$ cat src/rtl/slot_aligner_pkg.sv
package slot_aligner_pkg;

    typedef enum logic [2:0] {
        CAUSE_NONE     = 3'd0,
        CAUSE_RAW      = 3'd1,
        CAUSE_BR_ALIGN = 3'd2,
        CAUSE_MEM_PAIR = 3'd3,
        CAUSE_MUL_PAIR = 3'd4,
        CAUSE_DS_WAIT  = 3'd5,
        CAUSE_EMPTY    = 3'd6
    } hold_cause_e;

    // Reasons a non-branch pair cannot go out together
    typedef struct packed {
        logic br_young;
        logic raw;
        logic mem_both;
        logic mul_both;
    } pair_flags_t;

    // Registered issue decision
    typedef struct packed {
        logic [1:0]  issue;
        logic [1:0]  pc_inc;
        logic [1:0]  bubble;
        hold_cause_e cause;
    } issue_state_t;

endpackage

$ cat src/rtl/sa_raw_detect.sv
module sa_raw_detect #(
    parameter int REG_AW  = 5,
    parameter int NUM_SRC = 2
) (
    input  logic [REG_AW-1:0]         prod_dst_i,
    input  logic                      prod_wen_i,
    input  logic [REG_AW*NUM_SRC-1:0] cons_src_i,
    output logic                      hit_o
);
    logic [NUM_SRC-1:0] match;

    genvar g;
    generate
        for (g = 0; g < NUM_SRC; g++) begin : g_src
            assign match[g] = (cons_src_i[g*REG_AW +: REG_AW] == prod_dst_i);
        end
    endgenerate

    // Register zero is a constant sink and never carries a value forward
    assign hit_o = prod_wen_i && (prod_dst_i != '0) && (|match);
endmodule

$ cat src/rtl/sa_pair_rules.sv
module sa_pair_rules
    import slot_aligner_pkg::*;
#(
    parameter int REG_AW  = 5,
    parameter int NUM_SRC = 2
) (
    input  logic [REG_AW-1:0]         s0_dst_i,
    input  logic                      s0_wen_i,
    input  logic                      s0_mem_i,
    input  logic                      s0_mul_i,
    input  logic [REG_AW*NUM_SRC-1:0] s1_src_i,
    input  logic                      s1_br_i,
    input  logic                      s1_mem_i,
    input  logic                      s1_mul_i,
    output pair_flags_t               flags_o
);
    logic raw_hit;

    sa_raw_detect #(
        .REG_AW  (REG_AW),
        .NUM_SRC (NUM_SRC)
    ) raw_i (
        .prod_dst_i (s0_dst_i),
        .prod_wen_i (s0_wen_i),
        .cons_src_i (s1_src_i),
        .hit_o      (raw_hit)
    );

    always_comb begin
        flags_o.br_young = s1_br_i;
        flags_o.raw      = raw_hit;
        flags_o.mem_both = s0_mem_i && s1_mem_i;
        flags_o.mul_both = s0_mul_i && s1_mul_i;
    end
endmodule

$ cat src/rtl/slot_aligner.sv
module slot_aligner
    import slot_aligner_pkg::*;
#(
    parameter int REG_AW  = 5,
    parameter int NUM_SRC = 2
) (
    input  logic                      clk,
    input  logic                      rst_n,
    input  logic                      stall_i,
    input  logic                      s0_vld_i,
    input  logic [REG_AW*NUM_SRC-1:0] s0_src_i,
    input  logic [REG_AW-1:0]         s0_dst_i,
    input  logic                      s0_wen_i,
    input  logic                      s0_br_i,
    input  logic                      s0_mem_i,
    input  logic                      s0_mul_i,
    input  logic                      s1_vld_i,
    input  logic [REG_AW*NUM_SRC-1:0] s1_src_i,
    input  logic [REG_AW-1:0]         s1_dst_i,
    input  logic                      s1_wen_i,
    input  logic                      s1_br_i,
    input  logic                      s1_mem_i,
    input  logic                      s1_mul_i,
    input  logic                      ds_avail_i,
    output logic [1:0]                issue_o,
    output logic [1:0]                pc_inc_o,
    output logic [1:0]                bubble_o,
    output logic [2:0]                cause_o
);
    localparam int SRC_W = REG_AW * NUM_SRC;

    pair_flags_t  flags;
    issue_state_t state_d, state_q;

    // Slot 0 sources and slot 1 destination matter only to later stages
    logic unused_ok;
    assign unused_ok = ^{s0_src_i, s1_dst_i, s1_wen_i, SRC_W[0]};

    sa_pair_rules #(
        .REG_AW  (REG_AW),
        .NUM_SRC (NUM_SRC)
    ) rules_i (
        .s0_dst_i (s0_dst_i),
        .s0_wen_i (s0_wen_i),
        .s0_mem_i (s0_mem_i),
        .s0_mul_i (s0_mul_i),
        .s1_src_i (s1_src_i),
        .s1_br_i  (s1_br_i),
        .s1_mem_i (s1_mem_i),
        .s1_mul_i (s1_mul_i),
        .flags_o  (flags)
    );

    always_comb begin
        state_d = state_q;
        if (!stall_i) begin
            state_d.issue  = 2'b00;
            state_d.pc_inc = 2'd0;
            state_d.bubble = 2'b11;
            state_d.cause  = CAUSE_NONE;
            if (!s0_vld_i) begin
                state_d.cause = CAUSE_EMPTY;
            end else if (s0_br_i) begin
                if (ds_avail_i && s1_vld_i) begin
                    state_d.issue  = 2'b11;
                    state_d.pc_inc = 2'd2;
                    state_d.bubble = 2'b00;
                end else begin
                    state_d.cause = CAUSE_DS_WAIT;
                end
            end else if (!s1_vld_i) begin
                state_d.issue  = 2'b01;
                state_d.pc_inc = 2'd1;
                state_d.bubble = 2'b10;
                state_d.cause  = CAUSE_EMPTY;
            end else if (|flags) begin
                // slide by one slot; younger instruction moves up next cycle
                state_d.issue  = 2'b01;
                state_d.pc_inc = 2'd1;
                state_d.bubble = 2'b10;
                if (flags.br_young)      state_d.cause = CAUSE_BR_ALIGN;
                else if (flags.raw)      state_d.cause = CAUSE_RAW;
                else if (flags.mem_both) state_d.cause = CAUSE_MEM_PAIR;
                else                     state_d.cause = CAUSE_MUL_PAIR;
            end else begin
                state_d.issue  = 2'b11;
                state_d.pc_inc = 2'd2;
                state_d.bubble = 2'b00;
            end
        end
    end

    always_ff @(posedge clk or negedge rst_n) begin
        if (!rst_n) begin
            state_q <= '{issue: 2'b00, pc_inc: 2'd0, bubble: 2'b00, cause: CAUSE_NONE};
        end else begin
            state_q <= state_d;
        end
    end

    assign issue_o  = state_q.issue;
    assign pc_inc_o = state_q.pc_inc;
    assign bubble_o = state_q.bubble;
    assign cause_o  = state_q.cause;
endmodule

$ cat config.mk
export PLATFORM = sky130hd
export DESIGN_NAME = slot_aligner
export DESIGN_NICKNAME = d
export VERILOG_FILES = /design/src/rtl/slot_aligner_pkg.sv /design/src/rtl/sa_raw_detect.sv /design/src/rtl/sa_pair_rules.sv /design/src/rtl/slot_aligner.sv
export SDC_FILE = /design/constraint.sdc
export NUM_CORES = 1
export LEC_CHECK = 0
export ABC_AREA = 1
export BUFFER_PORTS_ARGS = -buffer_cell sky130_fd_sc_hd__clkbuf_2
export CORE_AREA = 5 5 54 56
export DETAILED_ROUTE_END_ITERATION = 10
export DIE_AREA = 0 0 59 61
export GPL_ROUTABILITY_DRIVEN = 1
export GPL_TIMING_DRIVEN = 0
export PLACE_DENSITY_LB_ADDON = 0.15
export SYNTH_ARGS = -nofsm -noshare
export SYNTH_HDL_FRONTEND = slang
export SYNTH_SLANG_ARGS = --single-unit
$ cat constraint.sdc
create_clock -name clk -period 0.8 [get_ports clk]
set_input_delay 0.16 -clock clk [delete_from_list [all_inputs] [get_ports clk]]
set_output_delay 0.16 -clock clk [all_outputs]
set_load 0.03 [all_outputs]
# Word-level counts from Yosys, hierarchy flattened
# Index checks and enable logic that the tools add are counted.
# word_totals
output_inout_bits	9
wordCells	25
input_bits	44
reg_bits	9
# classes
reduce_logical	8
n_eq_ne	2
mux	11
# op_table
operator	n
2-to-1 mux 3 bit	6
2-to-1 mux 6 bit	3
2-to-1 mux 9 bit	2
equality test 5 bit	2
logical AND 1 bit	5
nonzero test 5 bit	1
OR reduction 4 bit	1
OR reduction 2 bit	1

# Depth between registers and ports, before layout
# Gate-level depths: netlist of the first run.
# logic_depth
depth_word	9
ltp_mapped	12
mapped_depth_nobuf	12

# Hierarchy
# Synthesis of the first run repeated with hierarchy kept, for this count alone.
# hier_totals
cells_unflattened	105
area_unflattened_um2	638.1
# by_module_without_submodules
module	instances	seq_area_each_um2	cells_each	area_each_um2
slot_aligner	1	200.2	54	410.4
sa_raw_detect	1	0.0	45	197.7
sa_pair_rules	1	0.0	6	30.0

# Worst setup path after synthesis of the first run
# No wires, ideal clock.
# synth_path
path_kind	input port to flip-flop
startpoint	input s0_dst_i[3]
endpoint	register state_q (netlist bit bubble_o[1])
t_required_ns	0.683
path_buffers	0
arrival_ns	0.851
slack_ns	-0.168
stages	10
path_cell_list	inv_1 -> nand4_1 -> o21ai_0 -> inv_1 -> nand2_2 -> nand3_2 -> nand2_2 -> nand2_2 -> nand2_1 -> nand2_1
# synth_via
elab_chain_cells	8
word_cells_on_any_way	11
cone_classes	eq/ne (2); mux (4); reduce/logical (5)
# synth_lines
item	line_no	text
start: declaration	slot_aligner.sv:12	input logic [REG_AW-1:0] s0_dst_i,
equality test 5 bit or nonzero test 5 bit (tied branches)	sa_raw_detect.sv:15, sa_raw_detect.sv:20	
OR reduction 2 bit or logical AND 1 bit (tied branches)	sa_raw_detect.sv:20	assign hit_o = prod_wen_i && (prod_dst_i != '0) && (|match);
logical AND 1 bit (*)	sa_raw_detect.sv:20	
OR reduction 4 bit (*)	slot_aligner.sv:76	end else if (|flags) begin
2-to-1 mux 6 bit (*)	slot_aligner.sv:76	
2-to-1 mux 9 bit (*)	slot_aligner.sv:71	end else if (!s1_vld_i) begin
2-to-1 mux 9 bit (*)	slot_aligner.sv:63	end else if (s0_br_i) begin
2-to-1 mux 6 bit (*)	slot_aligner.sv:61	if (!s0_vld_i) begin
end signal: assignment	slot_aligner.sv:95	state_q <= '{issue: 2'b00, pc_inc: 2'd0, bubble: 2'b00, cause: CAUSE_NONE};
end signal: assignment	slot_aligner.sv:97	state_q <= state_d;
end: declaration	slot_aligner.sv:33	issue_state_t state_d, state_q;
# Every way passes the cells marked *; elsewhere a longest branch is shown, timed or not.
# A chain may end at the register's enable or synchronous reset.

==> summary.txt, run 1 <==
Inserted Clock Buffers -> 3
total power -> 0.00141 W
Synth top area share -> 32.3%
f_max -> 920 MHz
Critical Path RT -> 0.64 ns
delay-heaviest family, CP -> flip-flops
Synthesized Nets -> 150
DR WL/cell -> 9.68 um
vias after detailed routing -> 746
grt total ovfl -> 0
Top FF cell, synth -> dfrtp_1
worst endpoint data arrival time -> 0.93 ns
Antenna diodes -> 0
number of fill cells -> 260
hold_ws -> 0.183 ns
pwr/cell area -> 1210 nW/um2
antenna violations before repair -> 0
critical path peak fanout -> 3
Clock Root Buffer -> clkbuf_4
largest net degree at the start of global routing -> 9
Post-synth EDFFs -> 0
Worst path depth -> 2
total number of yosys warnings -> 0
final worst-path cycle share -> 136%
Startpoint Class -> register
H-tree lvl count -> 1
Slew @ Worst Pin -> 0.253 ns
Die X -> 59 um
sequential-to-total area share from yosys stat -> 32.3%
slowest cell delay on critical path -> 0.42 ns
starting density of the core -> 26.0%
synthesized area per cell -> 5.85 um2
status -> finished, violations left
gpl congestion -> 0.746
# DRC -> 0
# IOs -> 53
post-synthesis cell type count -> 16
DRT Pass-1 Iters -> 4
Post-synth top cells -> nand2_1, inv_1, nor2_1
TritonCTS Sinks -> 8
routed wire length -> 1740 um
Final Max Tran Viols -> 0
failing checks -> setup timing
multi-input logic area -> 409 um2
Die ar. -> 3600 um2
Post-DRT Antenna Nets -> 0
CTS max path bufs -> 2
Area growth, synth to finish -> 88.7%
Post-Syn Instances -> 106
Core Box Area -> 2390 um2
min-delay worst type -> in2reg
global-route usage over all layers -> 10.7%
Worst Reg-to-Reg Cells -> 3
FF+latch area -> 201 um2
dpl hpwl -> 1350 um
critical path buffer and inverter count -> 2
fin crit period -> 1.09 ns
Iter 0 DRT Violations -> 24
Fin. Hold Viols -> 0
nets -> 195
vias in the first global route -> 746
CP endpoint kind -> primary output
Die Ht -> 61 um
Seq cells post-synth -> 8
layout cells sized above 1 -> 52.0%
FP Rows -> 18
most instantiated library cell after synthesis -> nand2_1
Worst slew margin -> 83.1%
Max Cap Viol -> 0
Util after Layout -> 49.1%
kind of critical path -> reg2out
Final Instance Count excl. Fillers -> 180
hold depth -> 2
worst skew pair latency -> 0.26 ns
async set or reset register ratio after synthesis -> 100%
final setup vio count -> 15
cell taking the most area after synthesis -> dfrtp_1
unrepaired setup endpoints after global routing -> yes
clk_skew -> 0 ns
PortBufs -> 35
leakage -> 0.652 nW
CTS tree -> built
Worst Slack Setup Final -> -0.287 ns
clock edge transition at the registers on the reported setup and hold paths -> 0.06 ns
drt via density -> 4.14
Peak supply drop -> 968 uV
mapped cell area -> 621 um2
worst path cell trace -> buf_6 -> buf_8
first-pass GRT wire length -> 2930 um
Synth area leaders -> dfrtp_1, nand2_1, inv_1
CP max stage cell -> dfrtp_2
placed cells -> 171
## sequential cells by signal, indices dropped and copies added (netlist names)
signal	count
cause_o	3
bubble_o	2
issue_o	2
pc_inc_o	1
## stage by stage
stage | cell area (um2) | setup WS (ns) | setup TNS (ns)
final | 1170 | -0.287 | -2.10
after global routing | 1170 | -0.319 | -3.05
after CTS | 1100 | -0.314 | -2.08
after detailed placement | 866 | -0.418 | -2.58
after global placement | 866 | -0.406 | -2.49
after floorplan | 653 | -0.117 | -0.484
## per-layer routing
layer | vias to the layer above | wire length [um] | GRT usage [%]
li1 | 405 | - | -
met1 | 317 | 801 | 13.0
met2 | 24 | 843 | 18.1
met3 | 0 | 98 | 4.04
met4 | 0 | 0 | 1.94
met5 | - | 0 | 0
## report_power, final
part           total, W  switching [W]  internal [W]
Sequential     0.000475      0.0000339      0.000441
Clock          0.000347       0.000155      0.000192
Combinational  0.000592       0.000288      0.000304
## kinds of logic (layout without fill, tap and decap cells)
kind of cell | count (synthesis) | after routing | synth area share (%)
simple gates | 69 | 69 | 46.2
buf+inv | 22 | 66 | 14.1
flops | 8 | 8 | 32.3
compound gates | 5 | 5 | 4.64
xor+xnor | 2 | 2 | 2.82
## cells in the final DEF, fill, tap and decap left out, drive strengths merged
cell	n
nor3b	1
nor2	14
clkbuf	30
nand3	7
dfrtp	8
inv	20
buf	15
xnor2	2
dlygate4sd3	1
nand2	46
nand4	1
o21ai	2
a21oi	3
## timing repair
item / in CTS / in global routing
endpoints found under the setup margin: 15 / 16
resized for setup: 34 / 26
hold buffers: 1 / 0
endpoints found under the hold margin: 8 / 0
setup buffers: 3 / 1
pin swaps: 8 / 16
## worst paths after layout
kind,from,endpoint,slack [ns]
max in group asynchronous,rst_n,issue_o[1]$_DFFE_PN0N_,0.31
hold reg to reg,issue_o[1]$_DFFE_PN0N_,issue_o[1]$_DFFE_PN0N_,0.52
setup reg to reg,cause_o[1]$_DFFE_PN0N_,cause_o[1]$_DFFE_PN0N_,-0.01
setup / recovery,issue_o[1]$_DFFE_PN0N_,pc_inc_o[1],-0.29
hold / removal,stall_i,issue_o[1]$_DFFE_PN0N_,0.18
min in group asynchronous,rst_n,cause_o[0]$_DFFE_PN0N_,0.28
## cell type report
type / count / area share (%)
sequential: 8 / 17.2
tap: 30 / 3.21
clock buffer: 4 / 2.24
inverter: 20 / 7.91
timing repair buffer: 40 / 33.1
multi-input combinational: 76 / 34.9
buffer: 2 / 1.39
Power figures use the tool's default switching activity.
==> run 2, diff against run 1 <==
--- a/config.mk
+++ b/config.mk
@@ -16,3 +16,4 @@
 export SYNTH_ARGS = -nofsm -noshare
 export SYNTH_HDL_FRONTEND = slang
 export SYNTH_SLANG_ARGS = --single-unit
+export TNS_END_PERCENT = 1
==> summary.txt, run 2 (synthesized netlist as in run 1, its figures left out) <==
failing checks -> setup timing
Final Instance Count excl. Fillers -> 176 (-2.2%)
min-delay worst type -> in2reg
final setup vio count -> 15 (unchanged)
FP Rows -> 18 (unchanged)
Die X -> 59 um (unchanged)
fin crit period -> 1.06 ns (-0.0253 ns)
DR WL/cell -> 9.13 um (-5.7%)
Slew @ Worst Pin -> 0.279 ns (+0.0257 ns)
Final Max Tran Viols -> 0 (unchanged)
Setup TNS -> -1.96 ns (+0.146 ns)
dpl hpwl -> 1330 um (-1.5%)
kind of critical path -> reg2out
CTS max path bufs -> 2 (unchanged)
FF+latch area -> 200 um2 (-0.62%)
most common cell after layout, fill and taps aside -> nand2_1
status -> finished, violations left
Max Cap Viol -> 0 (unchanged)
worst endpoint data arrival time -> 0.90 ns (-0.03 ns)
leakage -> 0.601 nW (-7.8%)
post-route cell area -> 993 um2 (-15%)
DRT Pass-1 Iters -> 4 (unchanged)
Switching Share -> 33.1% (-0.68 points)
CP endpoint kind -> primary output
Area growth, synth to finish -> 60.1%
vias after detailed routing -> 720 (-3.5%)
nets -> 192 (-1.5%)
Fin. Hold Viols -> 0 (unchanged)
antenna violations before repair -> 0 (unchanged)
# DRC -> 0 (unchanged)
unrepaired setup endpoints after global routing -> yes
FF-to-FF setup slack -> 0.04 ns (+0.05 ns)
CTS tree -> built
Clock Root Buffer -> clkbuf_4
global-route usage over all layers -> 10.0% (-0.63 points)
# IOs -> 53 (unchanged)
Peak supply drop -> 754 uV (-22%)
Post-DRT Antenna Nets -> 0 (unchanged)
Clock Power Share -> 24.4% (-0.2 points)
clock edge transition at the registers on the reported setup and hold paths -> 0.06 ns (about the same)
Psw -> 0.000420 W (-12%)
grt total ovfl -> 0 (unchanged)
pwr/cell area -> 1280 nW/um2 (+5.9%)
first-pass GRT wire length -> 2770 um (-5.2%)
f_max -> 942 MHz (+2.4%)
final worst-path cycle share -> 133% (-3.2 points)
Critical Path RT -> 0.64 ns (about the same)
Largest register FFs -> 3 (unchanged)
TritonCTS Sinks -> 8 (unchanged)
share of power burned in registers -> 37.3% (+3.7 points)
Worst Slack Setup Final -> -0.261 ns (+0.0253 ns)
placed cells -> 171 (unchanged)
Antenna diodes -> 0 (unchanged)
drt via density -> 4.09 (-1.3%)
Util after Layout -> 41.6% (-7.4 points)
worst skew pair latency -> 0.25 ns (about the same)
Cell Area, Placed -> 833 um2 (-3.8%)
H-tree lvl count -> 1 (unchanged)
Die ar. -> 3600 um2 (unchanged)
multi-input logic area -> 340 um2 (-17%)
Core Box Area -> 2390 um2 (unchanged)
Die Ht -> 61 um (unchanged)
starting density of the core -> 26.0% (unchanged)
PortBufs -> 35 (unchanged)
Power Internal -> 0.000850 W (-9.3%)
Startpoint Class -> register
vias in the first global route -> 704 (-5.6%)
commonest cells after routing, fill and taps aside -> nand2_1, clkbuf_2, inv_1
Inserted Clock Buffers -> 3 (unchanged)
largest net degree at the start of global routing -> 9 (unchanged)
Iter 0 DRT Violations -> 27 (+13%)
clk_skew -> 0 ns (unchanged)
power share of the combinational group -> 38.3% (-3.6 points)
critical path peak fanout -> 3 (unchanged)
layout cells sized above 1 -> 36.3% (-16 points)
Worst slew margin -> 81.3% (-1.7 points)
number of fill cells -> 270 (+3.8%)
gpl congestion -> 0.722 (-3.2%)
routed wire length -> 1610 um (-7.8%)
==> run 2: stage by stage <==
step	total power (W)	hold WS, ns	worst slack [ns]
2_1_floorplan	0.000703	-0.136	-0.125
3_3_place_gp	0.000853	0.0161	-0.350
3_5_place_dp	0.000859	0.0177	-0.369
4_1_cts	0.00126	0.182	-0.303
5_1_grt	0.00136	0.215	-0.290
6_report	0.00127	0.199	-0.261
==> run 2: critical path, stage by stage, from the launching register on <==
cell	delay [ns]
dfrtp_1	0.40
buf_6	0.13
buf_8	0.12
==> run 2: layout make-up <==
class | count | area share (%)
plain buffers | 2 | 1.64
clock buffers | 3 | 2.27
inverters | 20 | 7.56
multi-input cells | 76 | 34.3
flip-flops and latches | 8 | 20.2
well taps | 30 | 3.78
repair buffers | 37 | 30.4
==> run 2: path summary, 6_finish.rpt <==
path / from / end / depth (start not counted)
setup / recovery: issue_o[1]$_DFFE_PN0N_ / pc_inc_o[1] / 2
hold / removal: stall_i / issue_o[1]$_DFFE_PN0N_ / 2
setup reg to reg: issue_o[1]$_DFFE_PN0N_ / issue_o[1]$_DFFE_PN0N_ / 3
hold reg to reg: issue_o[0]$_DFFE_PN0N_ / issue_o[0]$_DFFE_PN0N_ / 2
max in group asynchronous: rst_n / pc_inc_o[0]$_DFFE_PN0N_ / 2
min in group asynchronous: rst_n / issue_o[1]$_DFFE_PN0N_ / 2
==> run 2: timing repair <==
item,4_1_cts,5_1_grt
endpoints found under the hold margin,8,0
gates resized for setup,21,11
buffers inserted,0,1
pin swaps,3,3
hold buffers,1,0
gates cloned,0,0
setup endpoints to repair,14,15
==> run 2: metal layers <==
layer / GRT usage [%] / up-vias / wire length [um]
met2: 15.6 / 26 / 742
met4: 4.85 / 0 / 19
li1: - / 392 / -
met3: 2.55 / 2 / 104
met1: 13.0 / 300 / 741
met5: 0 / - / 0
==> run 2: power by group through the flow <==
stage / registers [W] / logic (W) / clock network (W)
floorplan: 0.000537 / 0.000166 / 0
detailed placement: 0.000468 / 0.000391 / 0
global placement: 0.000466 / 0.000388 / 0
global route: 0.000480 / 0.000539 / 0.000341
CTS: 0.000466 / 0.000465 / 0.000330
finish: 0.000473 / 0.000487 / 0.000310
==> run 3, diff against run 2 <==
--- a/config.mk
+++ b/config.mk
@@ -7,9 +7,9 @@
 export LEC_CHECK = 0
 export ABC_AREA = 1
 export BUFFER_PORTS_ARGS = -buffer_cell sky130_fd_sc_hd__clkbuf_2
-export CORE_AREA = 5 5 54 56
+export CORE_AREA = 5 5 50 52
 export DETAILED_ROUTE_END_ITERATION = 10
-export DIE_AREA = 0 0 59 61
+export DIE_AREA = 0 0 55 57
 export GPL_ROUTABILITY_DRIVEN = 1
 export GPL_TIMING_DRIVEN = 0
 export PLACE_DENSITY_LB_ADDON = 0.15
==> summary.txt, run 3 (synthesized netlist as in run 1, its figures left out) <==
worst endpoint data arrival time -> 0.89 ns (about the same)
H-tree lvl count -> 1 (unchanged)
Inserted Clock Buffers -> 3 (unchanged)
first-pass GRT wire length -> 2660 um (-4.0%)
Final Max Tran Viols -> 0 (unchanged)
grt total ovfl -> 0 (unchanged)
power share of the combinational group -> 38.7% (+0.4 points)
DR WL met2 -> 806 um (+8.6%)
clock edge transition at the registers on the reported setup and hold paths -> 0.05 ns (about the same)
total power -> 0.00126 W (-0.58%)
Clock Root Buffer -> clkbuf_4
DRT Pass-1 Iters -> 2 (-2)
final worst-path cycle share -> 131% (-1.3 points)
nets -> 193 (+0.52%)
Fin. Hold Viols -> 0 (unchanged)
# IOs -> 53 (unchanged)
leakage -> 0.604 nW (+0.47%)
Die ar. -> 3140 um2 (-13%)
PortBufs -> 35 (unchanged)
top routing layer in use -> met4
vias after detailed routing -> 728 (+1.1%)
CTS tree -> built
Core Box Area -> 2060 um2 (-14%)
global-route usage over all layers -> 11.4% (+1.4 points)
Psw -> 0.000411 W (-2.2%)
M1 wire length -> 605 um (-18%)
Worst slew margin -> 81.3% (about the same)
drt via density -> 4.16 (+1.7%)
pwr/cell area -> 1270 nW/um2 (-0.58%)
Die Ht -> 57 um (-6.6%)
Iter 0 DRT Violations -> 5 (-81%)
met3 wire length -> 149 um (+43%)
failing checks -> setup timing
fin crit period -> 1.05 ns (-0.0107 ns)
CTS max path bufs -> 2 (unchanged)
TritonCTS Sinks -> 8 (unchanged)
Worst Slack Setup Final -> -0.251 ns (+0.0107 ns)
min-delay worst type -> in2reg
Post-Place Worst Slack -> -0.366 ns (+0.00330 ns)
critical path peak fanout -> 3 (unchanged)
f_max -> 952 MHz (+1.0%)
Peak supply drop -> 957 uV (+27%)
antenna violations before repair -> 0 (unchanged)
Post-DRT Antenna Nets -> 0 (unchanged)
Critical Path RT -> 0.64 ns (about the same)
largest net degree at the start of global routing -> 9 (unchanged)
Setup TNS -> -1.84 ns (+0.118 ns)
hold depth -> 2 (unchanged)
gpl congestion -> 0.740 (+2.4%)
FP Rows -> 17 (-1)
Max Cap Viol -> 0 (unchanged)
Clock Power Share -> 23.9% (-0.5 points)
Largest register FFs -> 3 (unchanged)
clk_skew -> 0 ns (unchanged)
routed wire length -> 1580 um (-1.9%)
vias in the first global route -> 709 (+0.71%)
Worst Reg-to-Reg Cells -> 4 (+1)
DR WL/cell -> 9.01 um (-1.4%)
CP endpoint kind -> primary output
status -> finished, violations left
# DRC -> 0 (unchanged)
starting density of the core -> 30.1% (+4.1 points)
unrepaired setup endpoints after global routing -> yes
Power Internal -> 0.000852 W (+0.23%)
worst skew pair latency -> 0.25 ns (about the same)
Slew @ Worst Pin -> 0.279 ns (+0.000116 ns)
Startpoint Class -> register
Die X -> 55 um (-6.8%)
layout cells sized above 1 -> 37.4% (+1.1 points)
final setup vio count -> 14 (-1)
Area growth, synth to finish -> 60.1% (unchanged)
commonest cells after routing, fill and taps aside -> nand2_1, clkbuf_2, inv_1
most common cell after layout, fill and taps aside -> nand2_1
share of power burned in registers -> 37.4% (about the same)
Switching Share -> 32.5% (-0.54 points)
Util after Layout -> 48.2% (+6.5 points)
dpl hpwl -> 1320 um (-0.90%)
Antenna diodes -> 0 (unchanged)
kind of critical path -> reg2out
-- run 3: worst max-delay path, cell delays in order (launching register included) --
cell and delay, ns:
dfrtp_1 0.39, buf_6 0.12, buf_8 0.12
-- run 3: final timing paths --
kind	from	to	slack, ns
worst max-delay path	issue_o[1]$_DFFE_PN0N_	pc_inc_o[1]	-0.25
worst min-delay path	stall_i	issue_o[1]$_DFFE_PN0N_	0.19
worst max register to register	issue_o[1]$_DFFE_PN0N_	issue_o[1]$_DFFE_PN0N_	-0.07
worst min register to register	cause_o[0]$_DFFE_PN0N_	cause_o[0]$_DFFE_PN0N_	0.52
max in group asynchronous	rst_n	cause_o[1]$_DFFE_PN0N_	0.32
min in group asynchronous	rst_n	pc_inc_o[0]$_DFFE_PN0N_	0.30
-- run 3: cell type report --
| cell class | instances | area [um2] |
|---|---|---|
| clock buffer | 3 | 22.5 |
| sequential | 8 | 200 |
| multi-input combinational | 76 | 344 |
| inverter | 20 | 75.1 |
| buffer | 2 | 16.3 |
| timing repair buffer | 38 | 300 |
| tap | 28 | 35.0 |
| fill | 231 | 1070 |
-- run 3: routing by layer --
metal / vias to the layer above / track usage (%)
met1: 303 / 12.5
met5: - / 0
met3: 2 / 5.22
li1: 397 / -
met4: 0 / 4.17
met2: 26 / 18.8
-- run 3: metrics by stage --
stage / instances / hold slack [ns] / area [um2]
floorplan: 106 / -0.136 / 621
global placement: 169 / 0.0172 / 831
detailed placement: 169 / 0.0183 / 831
CTS: 174 / 0.192 / 961
global route: 175 / 0.210 / 993
finish: 175 / 0.195 / 993
-- run 3: repair_timing --
item | 4_1_cts | 5_1_grt
pin swaps | 2 | 1
gates resized for setup | 19 | 13
endpoints found under the setup margin | 15 | 15
cloned | 0 | 0
hold buffers | 1 | 0
hold endpoints to repair | 8 | 0
buffers inserted | 1 | 1
-- run 3: power groups by stage --
stage	clock, W	sequential (W)	combinational (W)
2_1_floorplan	0	0.000537	0.000166
5_1_grt	0.000337	0.000476	0.000540
3_5_place_dp	0	0.000466	0.000391
6_report	0.000301	0.000472	0.000489
3_3_place_gp	0	0.000465	0.000387
4_1_cts	0.000316	0.000464	0.000465
